[config.mk]
export PLATFORM = sky130hd
export DESIGN_NAME = bcd_tod_clock
export DESIGN_NICKNAME = d
export VERILOG_FILES = /design/src/rtl/tod_pkg.sv /design/src/rtl/bcd_cell.sv /design/src/rtl/tick_gen.sv /design/src/rtl/edge_sync.sv /design/src/rtl/tod_counter.sv /design/src/rtl/event_capture.sv /design/src/rtl/bcd_tod_clock.sv
export SDC_FILE = /design/constraint.sdc
export NUM_CORES = 1
export LEC_CHECK = 0
export ABC_AREA = 1
export BUFFER_PORTS_ARGS = -buffer_cell sky130_fd_sc_hd__clkbuf_2
export CORE_MARGIN = 2
export CORE_UTILIZATION = 55
export CTS_BUF_LIST = sky130_fd_sc_hd__clkbuf_4
export CTS_CLUSTER_DIAMETER = 50
export CTS_CLUSTER_SIZE = 16
export DETAILED_ROUTE_END_ITERATION = 8
export PLACE_DENSITY = 0.77
export SYNTH_ARGS = -nofsm -noshare
export SYNTH_HDL_FRONTEND = slang
export SYNTH_SLANG_ARGS = --single-unit
[constraint.sdc]
create_clock -name clk -period 9.6 [get_ports clk]
set_clock_uncertainty 0.05 [all_clocks]
set_input_delay 1.92 -clock clk [delete_from_list [all_inputs] [get_ports clk]]
set_output_delay 1.92 -clock clk [all_outputs]
set_load 0.05 [all_outputs]
[src/rtl/tod_pkg.sv]
`timescale 1ns/1ps
package tod_pkg;
   localparam int WORD_W  = 16;
   localparam int N_WORDS = 5;
   localparam int FLAT_W  = WORD_W * N_WORDS;
   localparam logic [3:0] ADDR_CTRL = 4'd10;
   localparam logic [3:0] ADDR_EVT0 = 4'd5;

   typedef struct packed {
      logic [15:0] year;
      logic [11:0] day;
      logic [7:0]  hour;
      logic [7:0]  minute;
      logic [7:0]  second;
      logic [23:0] usec;
   } tod_t;

   function automatic logic [FLAT_W-1:0] tod_flat(tod_t t, logic [3:0] st);
      return {t.year, st, t.day, t.hour, t.minute, t.second, t.usec};
   endfunction

   function automatic logic [WORD_W-1:0] word_of(logic [FLAT_W-1:0] f, logic [2:0] i);
      return f[WORD_W*int'(i) +: WORD_W];
   endfunction

   // two BCD digits (tens, units) form a value divisible by four
   function automatic logic bcd_div4(logic [3:0] t, logic [3:0] u);
      logic [4:0] s;
      s = {t, 1'b0} + {1'b0, u};
      return s[1:0] == 2'b00;
   endfunction
endpackage

[src/rtl/bcd_cell.sv]
`timescale 1ns/1ps
module bcd_cell #(
   parameter logic [3:0] TOP = 4'd9
) (
   input  logic       inc,
   input  logic [3:0] q,
   output logic [3:0] d,
   output logic       co
);
   always_comb begin
      co = inc && (q >= TOP);
      if (!inc)          d = q;
      else if (q >= TOP) d = 4'd0;
      else               d = 4'(q + 4'd1);
   end
endmodule

[src/rtl/tick_gen.sv]
`timescale 1ns/1ps
module tick_gen #(
   parameter int CLK_DIV = 125
) (
   input  logic clk,
   input  logic rst_n,
   input  logic run,
   output logic tick
);
   localparam int CW = (CLK_DIV > 1) ? $clog2(CLK_DIV) : 1;

   generate
      if (CLK_DIV == 1) begin : g_direct
         assign tick = run;
      end else begin : g_div
         localparam logic [CW-1:0] LAST = CW'(CLK_DIV - 1);
         logic [CW-1:0] cnt;
         always_ff @(posedge clk) begin
            if (!rst_n || !run)  cnt <= '0;
            else if (cnt == LAST) cnt <= '0;
            else                 cnt <= cnt + 1'b1;
         end
         assign tick = run && (cnt == LAST);
      end
   endgenerate
endmodule

[src/rtl/edge_sync.sv]
`timescale 1ns/1ps
module edge_sync #(
   parameter int STAGES = 2
) (
   input  logic clk,
   input  logic rst_n,
   input  logic din,
   output logic rise
);
   logic [STAGES-1:0] sh;
   logic              prev;

   always_ff @(posedge clk) begin
      if (!rst_n) begin
         sh   <= '0;
         prev <= 1'b0;
      end else begin
         sh   <= {sh[STAGES-2:0], din};
         prev <= sh[STAGES-1];
      end
   end
   assign rise = sh[STAGES-1] & ~prev;
endmodule

[src/rtl/tod_counter.sv]
`timescale 1ns/1ps
module tod_counter
   import tod_pkg::*;
#(
   parameter int LEAP_MODE = 1
) (
   input  logic        clk,
   input  logic        rst_n,
   input  logic        tick,
   input  logic [4:0]  load_en,
   input  logic [15:0] load_word,
   output tod_t        q
);
   localparam int US_DIG = 6;
   localparam int YR_DIG = 4;
   localparam int DY_DIG = 3;

   tod_t nxt;
   logic [US_DIG:0]   us_c;
   logic [23:0]       us_d;
   logic              s0_c, s1_c, m0_c, m1_c, h0_c, h1_c_unused;
   logic [3:0]        s0_d, s1_d, m0_d, m1_d, h0_d, h1_d;
   logic              hr_inc, hr_wrap;
   logic              day_inc, day_wrap, yr_inc, is_leap;
   logic [DY_DIG:0]   dy_c;
   logic [11:0]       dy_d, day_last;
   logic [YR_DIG:0]   yr_c;
   logic [15:0]       yr_d;

   // microsecond digit chain
   assign us_c[0] = tick;
   generate
      for (genvar i = 0; i < US_DIG; i++) begin : g_us
         bcd_cell #(.TOP(4'd9)) u_cell (
            .inc(us_c[i]), .q(q.usec[4*i +: 4]), .d(us_d[4*i +: 4]), .co(us_c[i+1]));
      end
   endgenerate

   bcd_cell #(.TOP(4'd9)) u_s0 (.inc(us_c[US_DIG]), .q(q.second[3:0]), .d(s0_d), .co(s0_c));
   bcd_cell #(.TOP(4'd5)) u_s1 (.inc(s0_c),         .q(q.second[7:4]), .d(s1_d), .co(s1_c));
   bcd_cell #(.TOP(4'd9)) u_m0 (.inc(s1_c),         .q(q.minute[3:0]), .d(m0_d), .co(m0_c));
   bcd_cell #(.TOP(4'd5)) u_m1 (.inc(m0_c),         .q(q.minute[7:4]), .d(m1_d), .co(m1_c));

   // hours wrap as a pair at 23
   assign hr_inc  = m1_c;
   assign hr_wrap = hr_inc && (q.hour >= 8'h23);
   bcd_cell #(.TOP(4'd9)) u_h0 (.inc(hr_inc && !hr_wrap), .q(q.hour[3:0]), .d(h0_d), .co(h0_c));
   bcd_cell #(.TOP(4'd2)) u_h1 (.inc(h0_c), .q(q.hour[7:4]), .d(h1_d), .co(h1_c_unused));

   // leap-year rule chosen by parameter
   generate
      if (LEAP_MODE == 1) begin : g_greg
         assign is_leap = (q.year[7:0] == 8'h00) ? bcd_div4(q.year[15:12], q.year[11:8])
                                                 : bcd_div4(q.year[7:4], q.year[3:0]);
      end else begin : g_quad
         assign is_leap = bcd_div4(q.year[7:4], q.year[3:0]);
      end
   endgenerate

   assign day_last = is_leap ? 12'h366 : 12'h365;
   assign day_inc  = hr_wrap;
   assign day_wrap = day_inc && (q.day >= day_last);
   assign dy_c[0]  = day_inc && !day_wrap;
   generate
      for (genvar i = 0; i < DY_DIG; i++) begin : g_day
         bcd_cell #(.TOP(4'd9)) u_cell (
            .inc(dy_c[i]), .q(q.day[4*i +: 4]), .d(dy_d[4*i +: 4]), .co(dy_c[i+1]));
      end
   endgenerate

   assign yr_inc  = day_wrap;
   assign yr_c[0] = yr_inc;
   generate
      for (genvar i = 0; i < YR_DIG; i++) begin : g_yr
         bcd_cell #(.TOP(4'd9)) u_cell (
            .inc(yr_c[i]), .q(q.year[4*i +: 4]), .d(yr_d[4*i +: 4]), .co(yr_c[i+1]));
      end
   endgenerate

   always_comb begin
      nxt.usec   = us_d;
      nxt.second = {s1_d, s0_d};
      nxt.minute = {m1_d, m0_d};
      nxt.hour   = hr_wrap ? 8'h00 : {h1_d, h0_d};
      nxt.day    = day_wrap ? 12'h001 : dy_d;
      nxt.year   = yr_d;
      if (load_en[0]) nxt.usec[15:0]  = load_word;
      if (load_en[1]) begin
         nxt.usec[23:16] = load_word[7:0];
         nxt.second      = load_word[15:8];
      end
      if (load_en[2]) begin
         nxt.minute = load_word[7:0];
         nxt.hour   = load_word[15:8];
      end
      if (load_en[3]) nxt.day  = load_word[11:0];
      if (load_en[4]) nxt.year = load_word;
   end

   always_ff @(posedge clk) begin
      if (!rst_n) begin
         q      <= '0;
         q.day  <= 12'h001;
      end else begin
         q <= nxt;
      end
   end

   p_us_step_r2: assert property (@(posedge clk) disable iff (!rst_n)
      (tick && load_en == 5'd0 && q.usec[3:0] < 4'd9) |=> q.usec[3:0] == $past(q.usec[3:0]) + 4'd1);
   p_hold_r6: assert property (@(posedge clk) disable iff (!rst_n)
      (!tick && load_en == 5'd0) |=> $stable(q));
   p_hour_wrap_r3: assert property (@(posedge clk) disable iff (!rst_n)
      (hr_inc && load_en == 5'd0 && q.hour == 8'h23) |=> q.hour == 8'h00);
   p_year_wrap_r4: assert property (@(posedge clk) disable iff (!rst_n)
      (yr_inc && load_en == 5'd0 && q.year == 16'h9999) |=> q.year == 16'h0000);
endmodule

[src/rtl/event_capture.sv]
`timescale 1ns/1ps
module event_capture
   import tod_pkg::*;
(
   input  logic              clk,
   input  logic              rst_n,
   input  logic              rise,
   input  logic              clr,
   input  logic [FLAT_W-1:0] live,
   output logic [FLAT_W-1:0] cap,
   output logic              pend,
   output logic              ovr
);
   always_ff @(posedge clk) begin
      if (!rst_n) begin
         cap  <= '0;
         pend <= 1'b0;
         ovr  <= 1'b0;
      end else begin
         if (rise) cap <= live;
         if (rise) begin
            pend <= 1'b1;
            ovr  <= (pend && !clr) | (ovr && !clr);
         end else if (clr) begin
            pend <= 1'b0;
            ovr  <= 1'b0;
         end
      end
   end

   p_irq_set_r8: assert property (@(posedge clk) disable iff (!rst_n)
      rise |=> pend);
   p_irq_hold_r9: assert property (@(posedge clk) disable iff (!rst_n)
      (pend && !clr) |=> pend);
   p_ovr_set_r9: assert property (@(posedge clk) disable iff (!rst_n)
      (rise && pend && !clr) |=> ovr);
endmodule

[src/rtl/bcd_tod_clock.sv]
`timescale 1ns/1ps
module bcd_tod_clock
   import tod_pkg::*;
#(
   parameter int CLK_DIV     = 125,
   parameter int SYNC_STAGES = 2,
   parameter int LEAP_MODE   = 1
) (
   input  logic        clk,
   input  logic        rst_n,
   input  logic [3:0]  bus_addr,
   input  logic        bus_wr,
   input  logic        bus_rd,
   input  logic [15:0] bus_wdata,
   output logic [15:0] bus_rdata,
   input  logic        event_in,
   input  logic        pps_in,
   output logic        irq
);
   generate
      if (CLK_DIV < 1)                       begin : g_bad_div  $error("CLK_DIV must be at least 1"); end
      if (SYNC_STAGES < 2)                   begin : g_bad_sync $error("SYNC_STAGES must be at least 2"); end
      if (LEAP_MODE < 0 || LEAP_MODE > 1)    begin : g_bad_leap $error("LEAP_MODE must be 0 or 1"); end
   endgenerate

   logic              running, armed, tick, ev_rise, pps_rise, ev_pend, ev_ovr;
   logic              ctrl_wr, clr;
   logic [3:0]        status, ev_idx;
   logic [4:0]        load_en;
   tod_t              now;
   logic [FLAT_W-1:0] live_flat, snap_flat, ev_flat;

   assign ctrl_wr = bus_wr && (bus_addr == ADDR_CTRL);
   assign clr     = ctrl_wr && bus_wdata[2];
   assign status  = {ev_ovr, ev_pend, armed, running};
   assign irq     = ev_pend;
   assign ev_idx  = bus_addr - ADDR_EVT0;

   always_comb begin
      for (int i = 0; i < N_WORDS; i++)
         load_en[i] = bus_wr && (bus_addr == 4'(i));
   end

   always_ff @(posedge clk) begin
      if (!rst_n) begin
         running <= 1'b0;
         armed   <= 1'b0;
      end else if (ctrl_wr) begin
         running <= bus_wdata[0];
         armed   <= bus_wdata[1];
      end else if (armed && pps_rise) begin
         running <= 1'b1;
         armed   <= 1'b0;
      end
   end

   tick_gen #(.CLK_DIV(CLK_DIV)) u_tick (
      .clk(clk), .rst_n(rst_n), .run(running), .tick(tick));

   edge_sync #(.STAGES(SYNC_STAGES)) u_ev_sync (
      .clk(clk), .rst_n(rst_n), .din(event_in), .rise(ev_rise));

   edge_sync #(.STAGES(SYNC_STAGES)) u_pps_sync (
      .clk(clk), .rst_n(rst_n), .din(pps_in), .rise(pps_rise));

   tod_counter #(.LEAP_MODE(LEAP_MODE)) u_cnt (
      .clk(clk), .rst_n(rst_n), .tick(tick), .load_en(load_en),
      .load_word(bus_wdata), .q(now));

   assign live_flat = tod_flat(now, status);

   always_ff @(posedge clk) begin
      if (!rst_n)                          snap_flat <= '0;
      else if (bus_rd && bus_addr == 4'd0) snap_flat <= live_flat;
   end

   event_capture u_evt (
      .clk(clk), .rst_n(rst_n), .rise(ev_rise), .clr(clr),
      .live(live_flat), .cap(ev_flat), .pend(ev_pend), .ovr(ev_ovr));

   always_comb begin
      bus_rdata = '0;
      if (bus_addr == 4'd0)            bus_rdata = live_flat[WORD_W-1:0];
      else if (bus_addr < ADDR_EVT0)   bus_rdata = word_of(snap_flat, bus_addr[2:0]);
      else if (bus_addr < ADDR_CTRL)   bus_rdata = word_of(ev_flat, ev_idx[2:0]);
      else if (bus_addr == ADDR_CTRL)  bus_rdata = {12'h000, status};
   end

   p_arm_start_r7: assert property (@(posedge clk) disable iff (!rst_n)
      (armed && pps_rise && !ctrl_wr) |=> (running && !armed));
   p_snap_r5: assert property (@(posedge clk) disable iff (!rst_n)
      (bus_rd && bus_addr == 4'd0) |=> snap_flat == $past(live_flat));
   p_no_pps_r7: assert property (@(posedge clk) disable iff (!rst_n)
      (!armed && !running && !ctrl_wr) |=> !running);
endmodule

# Word-level counts from Yosys, hierarchy flattened
# Index checks and enable logic that the tools add are counted.
# classes
reduce_logical	64
muxes	58
eq_ne	6
magnitude_cmp	23
shift	2
bitwise	5
n_addsub	23
# op_table
op	count
indexed part select 80 x 8 -> 16 bit	2
2-to-1 mux 4 bit	39
2-to-1 mux 16 bit	7
adder 4 x 1 -> 4 bit (second input constant)	19
greater-or-equal comparator 4 bit (second input constant)	16
logical AND 1 bit	32
nonzero test 2 bit	16
2-to-1 mux 12 bit	2
nonzero test 3 bit	5
greater-or-equal comparator 12 bit	1
== test 4 x 2 -> 1 bit (second input constant)	2
greater-or-equal comparator 4 x 3 -> 1 bit (second input constant)	2
greater-or-equal comparator 8 x 6 -> 1 bit (second input constant)	1
zero test 8 bit	1
2-to-1 mux 1 bit	8
2-to-1 mux 8 bit	1
adder 7 x 1 -> 7 bit (second input constant)	1
== test 7 bit (second input constant)	1
zero test 1 bit	5
adder 2 bit	2
== test 4 x 1 -> 1 bit (second input constant)	1
== test 4 x 3 -> 1 bit (second input constant)	1
== test 4 bit (second input constant)	1
greater-or-equal comparator 4 x 2 -> 1 bit (second input constant)	1
other kinds (11)	14
# word_totals
output_inout_bits	17
ff_bits	253
in_bits	26
wordCells	211

# Longest topological paths before layout
# depth
word_depth	21
ltp_mapped	19
depth_no_buf	19

# By module
# Synthesis repeated with hierarchy kept, for this count alone.
# hier_totals
cells_unflattened	2513
area_unflattened_um2	15384.8
# modules_own_cells
module	seq_area_each_um2	area_per_inst_um2	cells_per_inst	instances
bcd_tod_clock	1641.6	5372.7	924	1
event_capture	1641.6	3368.2	517	1
tod_counter	1521.5	3084.2	417	1
bcd_cell (u_cnt.g_day[0].u_cell ...)	0.0	163.9	32	16
tick_gen	140.1	351.6	46	1
bcd_cell (u_cnt.u_m1 ...)	0.0	158.9	28	2
edge_sync	60.1	92.6	11	2
bcd_cell (u_cnt.u_h1)	0.0	82.6	19	1

# Worst setup path after synthesis
# OpenSTA, ideal clock, no wires.
# synth_timing
path_type	input -> output
start	input port bus_addr[0]
end	output port bus_rdata[0]
cell_stages	12
slack_ns	2.873
arrival_time_ns	4.757
required_time_ns	7.630
n_path_buf	4
path_cell_list	buf_2 -> clkinv_1 -> clkbuf_1 -> clkbuf_1 -> ha_1 -> inv_1 -> nor2_1 -> inv_1 -> nor2_2 -> inv_1 -> clkbuf_1 -> o21ai_0
# synth_via
elab_chain_cells	5
elab_cells_between_ends	11
classes_between	1 x add/sub; 2 x order compare; 1 x eq/ne; 2 x shift; 4 x mux; 1 x reduce/logical
# synth_lines
item	line	text
start, declared	bcd_tod_clock.sv:11	input logic [3:0] bus_addr,
subtractor 3 bit or == test 4 bit (tied branches)	bcd_tod_clock.sv:37, bcd_tod_clock.sv:86	
indexed part select 80 x 8 -> 16 bit or 2-to-1 mux 4 bit (tied branches)	tod_pkg.sv:23, bcd_tod_clock.sv:86	
2-to-1 mux 16 bit	bcd_tod_clock.sv:85	else if (bus_addr < ADDR_CTRL) bus_rdata = word_of(ev_flat, ev_idx[2:0]);
2-to-1 mux 16 bit	bcd_tod_clock.sv:84	else if (bus_addr < ADDR_EVT0) bus_rdata = word_of(snap_flat, bus_addr[2:0]);
2-to-1 mux 16 bit *	bcd_tod_clock.sv:83	if (bus_addr == 4'd0) bus_rdata = live_flat[WORD_W-1:0];
end, declared	bcd_tod_clock.sv:15	output logic [15:0] bus_rdata,
# Every way passes the cells marked *; elsewhere a longest branch is shown, timed or not.

# Worst setup path in the final report
# layout_timing
start	input port bus_addr[0]
end	output port bus_rdata[2]
# Same word-level chain as after synthesis.

==> results.toml <==
[layout]
nFillCells = 2152
layout-drive-gt1-share_pct = 8.105
multiInputGateArea_um2 = 6604
post-route-cell-area_um2 = 13620
final-seq-area_um2 = 5065
areaGrowthSynthToFinish_pct = 6.259
final_nets = 1822

[die]
rows = 55
die_w_um = 156.6
coreArea_um2 = 22780
die-height_um = 156.6
dieArea_um2 = 24530
initial_utilization_pct = 56.25
ios = 43

[routing]
drt_iter0_drc = 1720
vias_per_cell = 6.039
routed_wl_um = 42130
wl_per_cell_um = 20.37
drc = 0
vias = 12490
drtAntennaViolNets = 0
firstDrtPassIters = 7

[timing]
rsz0062_at_grt = "false"
slew_headroom_pct = 32.46
tightestPinTransition_ns = 1.013
finalCritPeriodShare_pct = 79.26
layout_min_cycle_time_ns = 7.608
hold_viol_final = 0
final.setup.worst_slack_ns = 1.992
maxSlewViolCount = 0
finalSetupTns_ns = 0
final-setup-viol-count = 0
max_freq_mhz = 131.4

[power]
pwr-share-seq_pct = 54.8
clockPowerShare_pct = 34.6
combPwrFrac_pct = 10.7
peakVddDrop_mv = 0.07834
powerDensity_nw_per_um2 = 147.2
switching_share_pct = 31.54
switchingPower_mw = 0.6324
leakagePower_nw = 5.468
internal-power_mw = 1.372

[worst_setup_path]
endpoint_kind = "output port"
critical_path_class = "in2out"
crit_path_cell_trace = "clkbuf_2 -> buf_4 -> clkinv_1 -> buf_4 -> ha_1 -> nand2_1 -> nor2_1 -> nand2_1 -> a21oi_1 -> a31oi_1 -> nand2_1 -> o211ai_1 -> o21ai_0 -> clkbuf_2"
path_max_fanout = 73
critPathArrivalTime_ns = 5.64
worst_path_largest_cell_delay_ns = 0.78
crit_top_cell = "nand2_1"
critical_path_buf_inv_count = 5
cp-start-kind = "input port"
crit_family = "buffers and inverters"
crit_slowest_cell = "nor2_1"
cp.required_ns = 7.63

[synth]
ys_ff_latch = 253
syn-num-nets = 1838
netlist_instances = 1746
yosysWarnings = 0
syn_area_per_cell_um2 = 7.339
synth_top_area_cell = "dfxtp_1"
synthTopCellsByArea = "dfxtp_1 40%, a21oi_1 11%, o21ai_0 10%"
synthTopCellsByCount = "269 x a21oi_1, 260 x o21ai_0, 253 x dfxtp_1"
async_flop_share_pct = 0
synth-edff-count = 0
yosysMostFrequentCell = "a21oi_1"
netlist_area_um2 = 12810
synth_flop_cell = "dfxtp_1"
yosysUniqueCellTypes = 46
ys_seq_area_share_pct = 39.53
yosysTopAreaCellShare_pct = 39.53

[clock_network]
cts-htree-levels = 1
clockRootBuffer = "clkbuf_4"
clkTransAtPathRegs_ns = 0.15
holdBufCountCts = 0
clock_sinks = 253
numCtsBuffers = 28
cts_tree = "yes"
clk_latency_ns = 0.78
cts_buffer_depth = 3
cts_setup_buffers = 0
cts_resized = 0

[global_route]
grt_max_degree = 93
grt_use_total_pct = 34.19
grt_overflow = 0
grt_pass1_vias = 11190
antenna_found_initial = 2
grt_pass1_wl_um = 64400

[status]
status = "completed"

[place]
hpwl_um = 30130
pre_cts_ws_ns = 2.148
io_buffers = 42
dpl_cell_area_um2 = 13130
place.gp.congestion = 1.057

[run]
maxCapViolCount = 0

[hold_path]
hp-class = "reg2reg"
-- worst paths after layout --
check,start,end,slack (ns),cells after the start
setup / recovery,bus_addr[0],bus_rdata[2],1.99,14
hold / removal,u_pps_sync.sh[0]$_SDFF_PN0_,u_pps_sync.sh[1]$_SDFF_PN0_,0.38,2
setup reg to reg,u_cnt.q[64]$_SDFFE_PN0P_,u_cnt.q[66]$_SDFFE_PN0P_,6.23,16
hold reg to reg,u_pps_sync.sh[0]$_SDFF_PN0_,u_pps_sync.sh[1]$_SDFF_PN0_,0.38,2
-- worst reg2reg max path: stages (launching register included) --
cell	delay [ns]
dfxtp_1	0.40
inv_1	0.21
ha_1	0.19
nand4_1	0.09
nor2_1	0.28
nor2_1	0.13
a31oi_1	0.31
ha_1	0.31
a21oi_1	0.14
o21ai_0	0.11
nand3_1	0.08
nand3_1	0.19
nand3_4	0.23
nand2_4	0.12
nand2_2	0.18
o21ai_0	0.12
a21oi_1	0.17
-- placed cells by master (no fill, tap or decap), types with 5 or more instances in the layout --
| cell | instances |
|---|---|
| ha_1 | 66 |
| a22oi_1 | 13 |
| o221ai_1 | 5 |
| nand4_1 | 7 |
| clkbuf_2 | 41 |
| a221oi_1 | 11 |
| o21ai_0 | 260 |
| a21oi_1 | 269 |
| inv_2 | 10 |
| xor2_1 | 21 |
| dfxtp_1 | 253 |
| o22ai_1 | 39 |
| clkbuf_4 | 31 |
| xnor2_1 | 11 |
| a31oi_1 | 22 |
| nand3_1 | 68 |
| nor3_1 | 10 |
| nand2_1 | 209 |
| inv_1 | 194 |
| a22o_1 | 11 |
| clkinv_1 | 5 |
| buf_4 | 10 |
| nor2_1 | 121 |
-- logic make-up after synthesis --
group	synth area share (%)
flip-flops	39.53
XOR/XNOR	2.187
adder cells (fa/ha/maj)	6.445
AO/OA/AOI/OAI	27.33
buffers and inverters	9.091
AND/OR/NAND/NOR	15.42
-- metal layers --
layer  track usage [%]  wire length [um]  vias to the layer above
li1                  -                 -                     5883
met1             47.40             17650                     5804
met2             51.25             17810                      696
met3             8.723              4987                      105
met4             12.80              1679                        0
met5                 0                 0                        -
-- cell type report --
cell class	count	area share, %
timing repair buffer	51	2.058
tap	313	2.876
sequential	253	37.20
antenna	3	0.05514
clock buffer	31	1.709
multi-input combinational	1186	48.50
clock inverter	21	1.792
inverter	210	5.808
-- flip-flops by register name, indices dropped and copies added (netlist names) --
signal	cells
u_ev_sync.sh	2
armed	1
u_evt.ovr	1
u_ev_sync.prev	1
u_tick.g_div.cnt	7
u_pps_sync.prev	1
running	1
u_pps_sync.sh	2
u_cnt.q	76
u_evt.pend	1
u_evt.cap	80
snap_flat	80
-- stage by stage --
stage          hold WS [ns]  instances  utilization (%)  power (mW)
4_1_cts              0.3828       2065            59.74       1.993
3_3_place_gp         0.3501       2013            57.65       1.323
5_1_grt              0.4027       2066            59.75       2.065
3_5_place_dp         0.3544       2013            57.65       1.325
2_1_floorplan        0.3405       1746                -       1.251
6_report             0.3809       2068            59.77       2.005
-- power by group through the flow --
stage               logic [mW]  clock network (mW)  registers (mW)
CTS                      0.207               0.690            1.10
finish                   0.214               0.693            1.10
global route             0.230               0.736            1.10
detailed placement       0.206                   0            1.12
floorplan                0.144                   0            1.11
global placement         0.204                   0            1.12
Note: power is estimated with default switching activity, not from simulation.
